--- config.mk ---
export PLATFORM = sky130hd
export DESIGN_NAME = sw_mmss_top
export DESIGN_NICKNAME = d
export VERILOG_FILES = /design/src/rtl/sw_pkg.sv /design/src/rtl/sw_tick_gen.sv /design/src/rtl/sw_ctrl.sv /design/src/rtl/sw_bcd_digit.sv /design/src/rtl/sw_mmss_top.sv
export SDC_FILE = /design/constraint.sdc
export NUM_CORES = 1
export LEC_CHECK = 0
export BUFFER_PORTS_ARGS = -buffer_cell sky130_fd_sc_hd__buf_2
export CAP_MARGIN = 5
export CORE_MARGIN = 2
export CORE_UTILIZATION = 61
export CTS_BUF_LIST = sky130_fd_sc_hd__clkbuf_8
export CTS_CLUSTER_DIAMETER = 60
export DETAILED_ROUTE_END_ITERATION = 7
export PLACE_DENSITY = 0.81
export SYNTH_ARGS = -nofsm -noshare
export SYNTH_HDL_FRONTEND = slang
export SYNTH_SLANG_ARGS = --single-unit
--- constraint.sdc ---
create_clock -name clk -period 2.8 [get_ports clk]
set_clock_uncertainty 0.1 [all_clocks]
set_input_delay 0.14 -clock clk [delete_from_list [all_inputs] [get_ports clk]]
set_output_delay 0.14 -clock clk [all_outputs]
set_load 0.02 [all_outputs]
--- src/rtl/sw_pkg.sv ---
package sw_pkg;

    typedef enum logic [1:0] {
        SW_IDLE    = 2'd0,
        SW_RUNNING = 2'd1,
        SW_STOPPED = 2'd2
    } sw_state_e;

    localparam int NUM_DIGITS = 4;
    localparam int DIGIT_W    = 4;

    // Digit order: 0 = seconds units, 1 = seconds tens, 2 = minutes units, 3 = minutes tens
    function automatic int digit_max(input int idx);
        return (idx % 2 == 0) ? 9 : 5;
    endfunction

endpackage

--- src/rtl/sw_tick_gen.sv ---
module sw_tick_gen #(
    parameter int DIV = 36_000_000
) (
    input  logic clk,
    input  logic rst,
    input  logic clear_i,
    input  logic run_i,
    output logic tick_o
);
    localparam int CW = (DIV > 2) ? $clog2(DIV) : 1;
    localparam logic [CW-1:0] LAST = CW'(DIV - 1);

    typedef struct packed {
        logic [CW-1:0] cnt;
    } tick_regs_t;

    tick_regs_t r_d, r_q;
    logic at_last;

    always_comb begin
        r_d     = r_q;
        at_last = (r_q.cnt == LAST);
        tick_o  = run_i && at_last;
        if (rst || clear_i) begin
            r_d.cnt = '0;
        end else if (run_i) begin
            r_d.cnt = at_last ? '0 : r_q.cnt + 1'b1;
        end
    end

    always_ff @(posedge clk) begin
        r_q <= r_d;
    end

    assert_cnt_bound_R6: assert property (@(posedge clk) disable iff (rst)
        r_q.cnt <= LAST);

    assert_clear_zero_R6: assert property (@(posedge clk) disable iff (rst)
        clear_i |=> (r_q.cnt == '0));

    assert_hold_fraction_R10: assert property (@(posedge clk) disable iff (rst)
        (!run_i && !clear_i) |=> $stable(r_q.cnt));

endmodule

--- src/rtl/sw_ctrl.sv ---
module sw_ctrl
    import sw_pkg::*;
(
    input  logic clk,
    input  logic rst,
    input  logic start_i,
    input  logic stop_i,
    output logic running_o,
    output logic idle_o
);
    typedef struct packed {
        sw_state_e st;
    } ctrl_regs_t;

    ctrl_regs_t r_d, r_q;

    always_comb begin
        r_d = r_q;
        if (rst) begin
            r_d.st = SW_IDLE;
        end else begin
            unique case (r_q.st)
                SW_IDLE: begin
                    if (start_i && !stop_i) r_d.st = SW_RUNNING;
                end
                SW_RUNNING: begin
                    if (stop_i) r_d.st = SW_STOPPED;
                end
                SW_STOPPED: begin
                    if (start_i && !stop_i) r_d.st = SW_RUNNING;
                end
                default: r_d.st = SW_IDLE;
            endcase
        end
        running_o = (r_q.st == SW_RUNNING);
        idle_o    = (r_q.st == SW_IDLE);
    end

    always_ff @(posedge clk) begin
        r_q <= r_d;
    end

    assert_reset_idle_R2: assert property (@(posedge clk)
        rst |=> (r_q.st == SW_IDLE));

    assert_start_runs_R3: assert property (@(posedge clk) disable iff (rst)
        (r_q.st != SW_RUNNING && start_i && !stop_i) |=> (r_q.st == SW_RUNNING));

    assert_stop_wins_R5: assert property (@(posedge clk) disable iff (rst)
        stop_i |=> (r_q.st != SW_RUNNING));

    assert_no_return_idle_R11: assert property (@(posedge clk) disable iff (rst)
        (r_q.st != SW_IDLE) |=> (r_q.st != SW_IDLE));

endmodule

--- src/rtl/sw_bcd_digit.sv ---
module sw_bcd_digit #(
    parameter int         MAX_VAL  = 9,
    parameter logic [3:0] INIT_VAL = 4'd0
) (
    input  logic       clk,
    input  logic       rst,
    input  logic       inc_i,
    output logic [3:0] val_o,
    output logic       carry_o
);
    localparam logic [3:0] TOP = 4'(MAX_VAL);

    typedef struct packed {
        logic [3:0] val;
    } dig_regs_t;

    dig_regs_t r_d, r_q;

    always_comb begin
        r_d     = r_q;
        carry_o = inc_i && (r_q.val == TOP);
        if (rst) begin
            r_d.val = INIT_VAL;
        end else if (inc_i) begin
            r_d.val = (r_q.val == TOP) ? 4'd0 : r_q.val + 4'd1;
        end
        val_o = r_q.val;
    end

    always_ff @(posedge clk) begin
        r_q <= r_d;
    end

    assert_digit_range_R7: assert property (@(posedge clk) disable iff (rst)
        r_q.val <= TOP);

    assert_digit_hold_R4: assert property (@(posedge clk) disable iff (rst)
        !inc_i |=> $stable(r_q.val));

endmodule

--- src/rtl/sw_mmss_top.sv ---
module sw_mmss_top
    import sw_pkg::*;
#(
    parameter int          CLK_HZ  = 36_000_000,
    parameter int          TICK_HZ = 1,
    parameter logic [15:0] PRESET  = 16'h5900
) (
    input  logic       clk,
    input  logic       rst,
    input  logic       start_i,
    input  logic       stop_i,
    output logic [3:0] sec_ones_o,
    output logic [3:0] sec_tens_o,
    output logic [3:0] min_ones_o,
    output logic [3:0] min_tens_o,
    output logic       running_o
);
    localparam int DIV = CLK_HZ / TICK_HZ;

    logic                  running;
    logic                  idle;
    logic                  tick;
    logic [NUM_DIGITS-1:0] inc;
    logic [NUM_DIGITS-1:0] carry;
    logic [DIGIT_W-1:0]    dig [NUM_DIGITS];
    logic                  hour_wrap;

    sw_ctrl u_ctrl (
        .clk       (clk),
        .rst       (rst),
        .start_i   (start_i),
        .stop_i    (stop_i),
        .running_o (running),
        .idle_o    (idle)
    );

    sw_tick_gen #(.DIV(DIV)) u_tick (
        .clk     (clk),
        .rst     (rst),
        .clear_i (idle),
        .run_i   (running),
        .tick_o  (tick)
    );

    assign inc[0] = tick;

    for (genvar g = 0; g < NUM_DIGITS; g++) begin : g_dig
        sw_bcd_digit #(
            .MAX_VAL  (digit_max(g)),
            .INIT_VAL (PRESET[4*g +: 4])
        ) u_dig (
            .clk     (clk),
            .rst     (rst),
            .inc_i   (inc[g]),
            .val_o   (dig[g]),
            .carry_o (carry[g])
        );
        if (g < NUM_DIGITS - 1) begin : g_chain
            assign inc[g+1] = carry[g];
        end
    end

    assign hour_wrap  = carry[NUM_DIGITS-1];
    assign sec_ones_o = dig[0];
    assign sec_tens_o = dig[1];
    assign min_ones_o = dig[2];
    assign min_tens_o = dig[3];
    assign running_o  = running;

    assert_preset_R2: assert property (@(posedge clk)
        rst |=> ({min_tens_o, min_ones_o, sec_tens_o, sec_ones_o} == PRESET) && !running_o);

    assert_wrap_zero_R9: assert property (@(posedge clk) disable iff (rst)
        hour_wrap |=> ({min_tens_o, min_ones_o, sec_tens_o, sec_ones_o} == 16'h0000));

    assert_idle_frozen_R4: assert property (@(posedge clk) disable iff (rst)
        !running_o |=> $stable({min_tens_o, min_ones_o, sec_tens_o, sec_ones_o}));

endmodule

==> impl_metrics.json <==
{
  "multiInputGateArea_mm2": 0.00136,
  "drtIter0Drc": 129,
  "via_per_inst": 6.25,
  "core_mm2": 0.00369,
  "async_flop_share_pct": 0,
  "final_core_util_pct": 69.9,
  "die_x_um": 66.0,
  "netlist_area_mm2": 0.00234,
  "regArea_um2": 881,
  "drive_gt1_share_pct": 14.0,
  "hold_buffers": 1,
  "synth_ff_type": "dfxtp_1",
  "criticalPathCategory": "reg -> reg",
  "slew-limit-headroom_pct": 66.8,
  "syn_nets": 282,
  "grtUsageMet1_pct": 35.8,
  "antenna_cells": 0,
  "synth-edff-count": 0,
  "p_int_mw": 0.841,
  "die_h_um": 66.0,
  "htree_levels": 2,
  "crit_path_cell_trace": "or3b_1, or4_4, nor4_1, mux2_2",
  "drt_wl_total_um": 5130,
  "r2r_start": "u_tick.r_q[12]",
  "grt_max_degree": 27,
  "p_per_area_mw_per_mm2": 420,
  "worst_slew_pin_slew_ns": 0.492,
  "cp.required_ns": 2.89,
  "cts-resized-gates": 0,
  "fill_cells": 312,
  "fmax_mhz": 426,
  "ys_types": 56,
  "critPathTopFamily": "simple AND/OR/NAND/NOR gates",
  "clkPwrFrac_pct": 37.2,
  "holdWs_ns": 0.0785,
  "endpoint_kind": "flop",
  "antenna_found_initial": 0,
  "wl_per_cell_um": 14.7,
  "holdCritPathClass": "in -> reg",
  "seqPwrFrac_pct": 58.6,
  "port_buffers": 20,
  "min_from": "start_i",
  "synth_common_cells": "44 x dfxtp_1, 22 x nor2_1, 19 x a21oi_1",
  "gp_congestion": 0.853,
  "worst_r2r_endpoint": "g_dig[3].u_dig.val_o[1]",
  "synth.avg_cell_area_um2": 8.46,
  "clock_latency_ns": 0.30,
  "cts_made_buffers": 5,
  "final_antenna_net_count": 0,
  "cts_sinks": 44,
  "critPathMaxStageDelay_ns": 0.52,
  "grt_pass1_wl_um": 8650,
  "switchingPower_mw": 0.242,
  "combPwrFrac_pct": 4.3,
  "path_buf_inv": 0,
  "reg2reg_depth": 4,
  "crit_path_start": "u_tick.r_q[12]",
  "ys_seq_area_share_pct": 37.6,
  "cp_slowest_cell": "or4_4",
  "drc": 0,
  "cts_tree": "done",
  "yosysTopAreaCell": "dfxtp_1",
  "cp_max_fo": 13,
  "cts_buffer_depth": 2,
  "synth_most_common_cell": "dfxtp_1",
  "setup.worst_path.start_class": "flop",
  "num_vias": 2176,
  "cts_setup_buffers": 0,
  "drv_slew": 0,
  "ios": 21,
  "start_util_pct": 63.5,
  "nets": 304,
  "dieArea_mm2": 0.00435,
  "gr-usage-met3_pct": 3.58,
  "maxCapViolations": 0,
  "grt_use_total_pct": 25.4,
  "whs_path_depth": 4,
  "hold_viol": 0,
  "post-route-min-period_ns": 2.35,
  "clk_pin_slew_ns": 0.08,
  "outcome": "completed",
  "p_sw_share_pct": 22.3,
  "overflow": 0,
  "fin_setup_tns_ns": 0,
  "cts_root_buf": "clkbuf_8",
  "fp-row-count": 22,
  "first_global_vias": 1892,
  "ys_warn_count": 0,
  "yosys-top-cells-area": "dfxtp_1 38%, a21oi_1 4.1%, nand4_1 3.7%, nor2_1 3.5%, o31ai_1 3.5%",
  "ir_worst_vdd_uv": 312,
  "setup_viol": 0,
  "reg2reg_slack_ns": 0.45,
  "first_pass_iters": 4,
  "hold_end": "u_ctrl.r_q[0]",
  "rsz0062_at_grt": "false",
  "dp_hpwl_um": 3620,
  "p_leak_nw": 0.803,
  "synthCells": 277,
  "synth_top_cell_area_share_pct": 37.6,
  "cp.arrival_ns": 2.44,
  "fin_crit_sh_pct": 83.8,
  "ys_ff_latch": 44,
  "met2_usage_pct": 38.0,
  "area_growth_pct": 10.1,
  "busiest_layer": "met2"
}
[stage by stage]
step / power [mW] / worst slack (ns) / instances / cell area (um2)
after floorplan: 0.679 / 0.653 / 277 / 2340
after global placement: 0.693 / 0.542 / 339 / 2480
after detailed placement: 0.694 / 0.489 / 339 / 2480
after CTS: 1.09 / 0.470 / 348 / 2580
after global routing: 1.11 / 0.297 / 348 / 2580
final: 1.08 / 0.455 / 348 / 2580
[registers in the layout (all words and copies together) (netlist names)]
name               count
g_dig.u_dig.val_o     16
u_ctrl.r_q             2
u_tick.r_q            26
[worst reg2reg max path, delay by kind of cell, from the launching register on]
family / cells / cell delay (ns)
multiplexers: 1 / 0.38
AND/OR/NAND/NOR: 3 / 1.33
flip-flops: 1 / 0.43
[kinds of logic (layout without fill, tap and decap cells)]
| group | after synthesis | after routing | synth area share (%) |
|---|---|---|---|
| flops | 44 | 44 | 37.6 |
| xor+xnor | 9 | 9 | 3.36 |
| compound gates | 61 | 61 | 17.0 |
| simple gates | 133 | 133 | 34.1 |
| buf+inv | 23 | 46 | 4.54 |
| mux | 6 | 6 | 2.83 |
| fa+ha+maj | 1 | 1 | 0.534 |
[layout by cell type, fill, tap and decap left out, types with 3 or more instances in the layout]
master,n
nand2_1,16
inv_1,14
nor3b_1,3
nor3_1,6
nand4b_1,3
and3_1,3
xnor2_1,7
buf_4,4
nand4_1,14
nor2b_1,5
and4b_1,3
buf_2,20
o31ai_1,11
o311ai_0,3
nand3_1,11
dfxtp_1,44
nor4bb_1,3
clkbuf_8,6
and4_1,6
a21oi_1,19
or4_1,11
o21ai_0,11
nor2_1,22
mux2_2,5
nand2b_1,3
nor4_1,8
or3_1,5
[power by group through the flow]
stage / logic [mW] / clock network, mW / registers [mW]
2_1_floorplan: 0.0271 / 0 / 0.652
3_3_place_gp: 0.0443 / 0 / 0.649
3_5_place_dp: 0.0447 / 0 / 0.649
4_1_cts: 0.0464 / 0.411 / 0.634
5_1_grt: 0.0518 / 0.428 / 0.635
6_report: 0.0461 / 0.402 / 0.634
[metal layers]
layer	part of all wire, %	up-vias
met1	50	1023
met3	3.2	7
met2	46	38
met4	1.7	0
met5	0	-
li1	-	1108
[worst max-delay path by stage]
stage	cells past startpoint	endpoint	slack, ns
after floorplan	5	g_dig[3].u_dig.val_o[3]	0.65
after global placement	4	g_dig[3].u_dig.val_o[1]	0.54
after detailed placement	4	g_dig[3].u_dig.val_o[1]	0.49
after CTS	4	g_dig[3].u_dig.val_o[1]	0.47
after global routing	4	g_dig[3].u_dig.val_o[1]	0.30
final	4	g_dig[3].u_dig.val_o[1]	0.45
[final cells by class]
type                    count  area share (%)
multi-input cells         210            52.7
flip-flops and latches     44            34.1
repair buffers             25            5.43
clock buffers               6            3.20
well taps                  48            2.33
inverters                  13            1.89
clock inverters             2           0.291
Power figures use the tool's default switching activity.
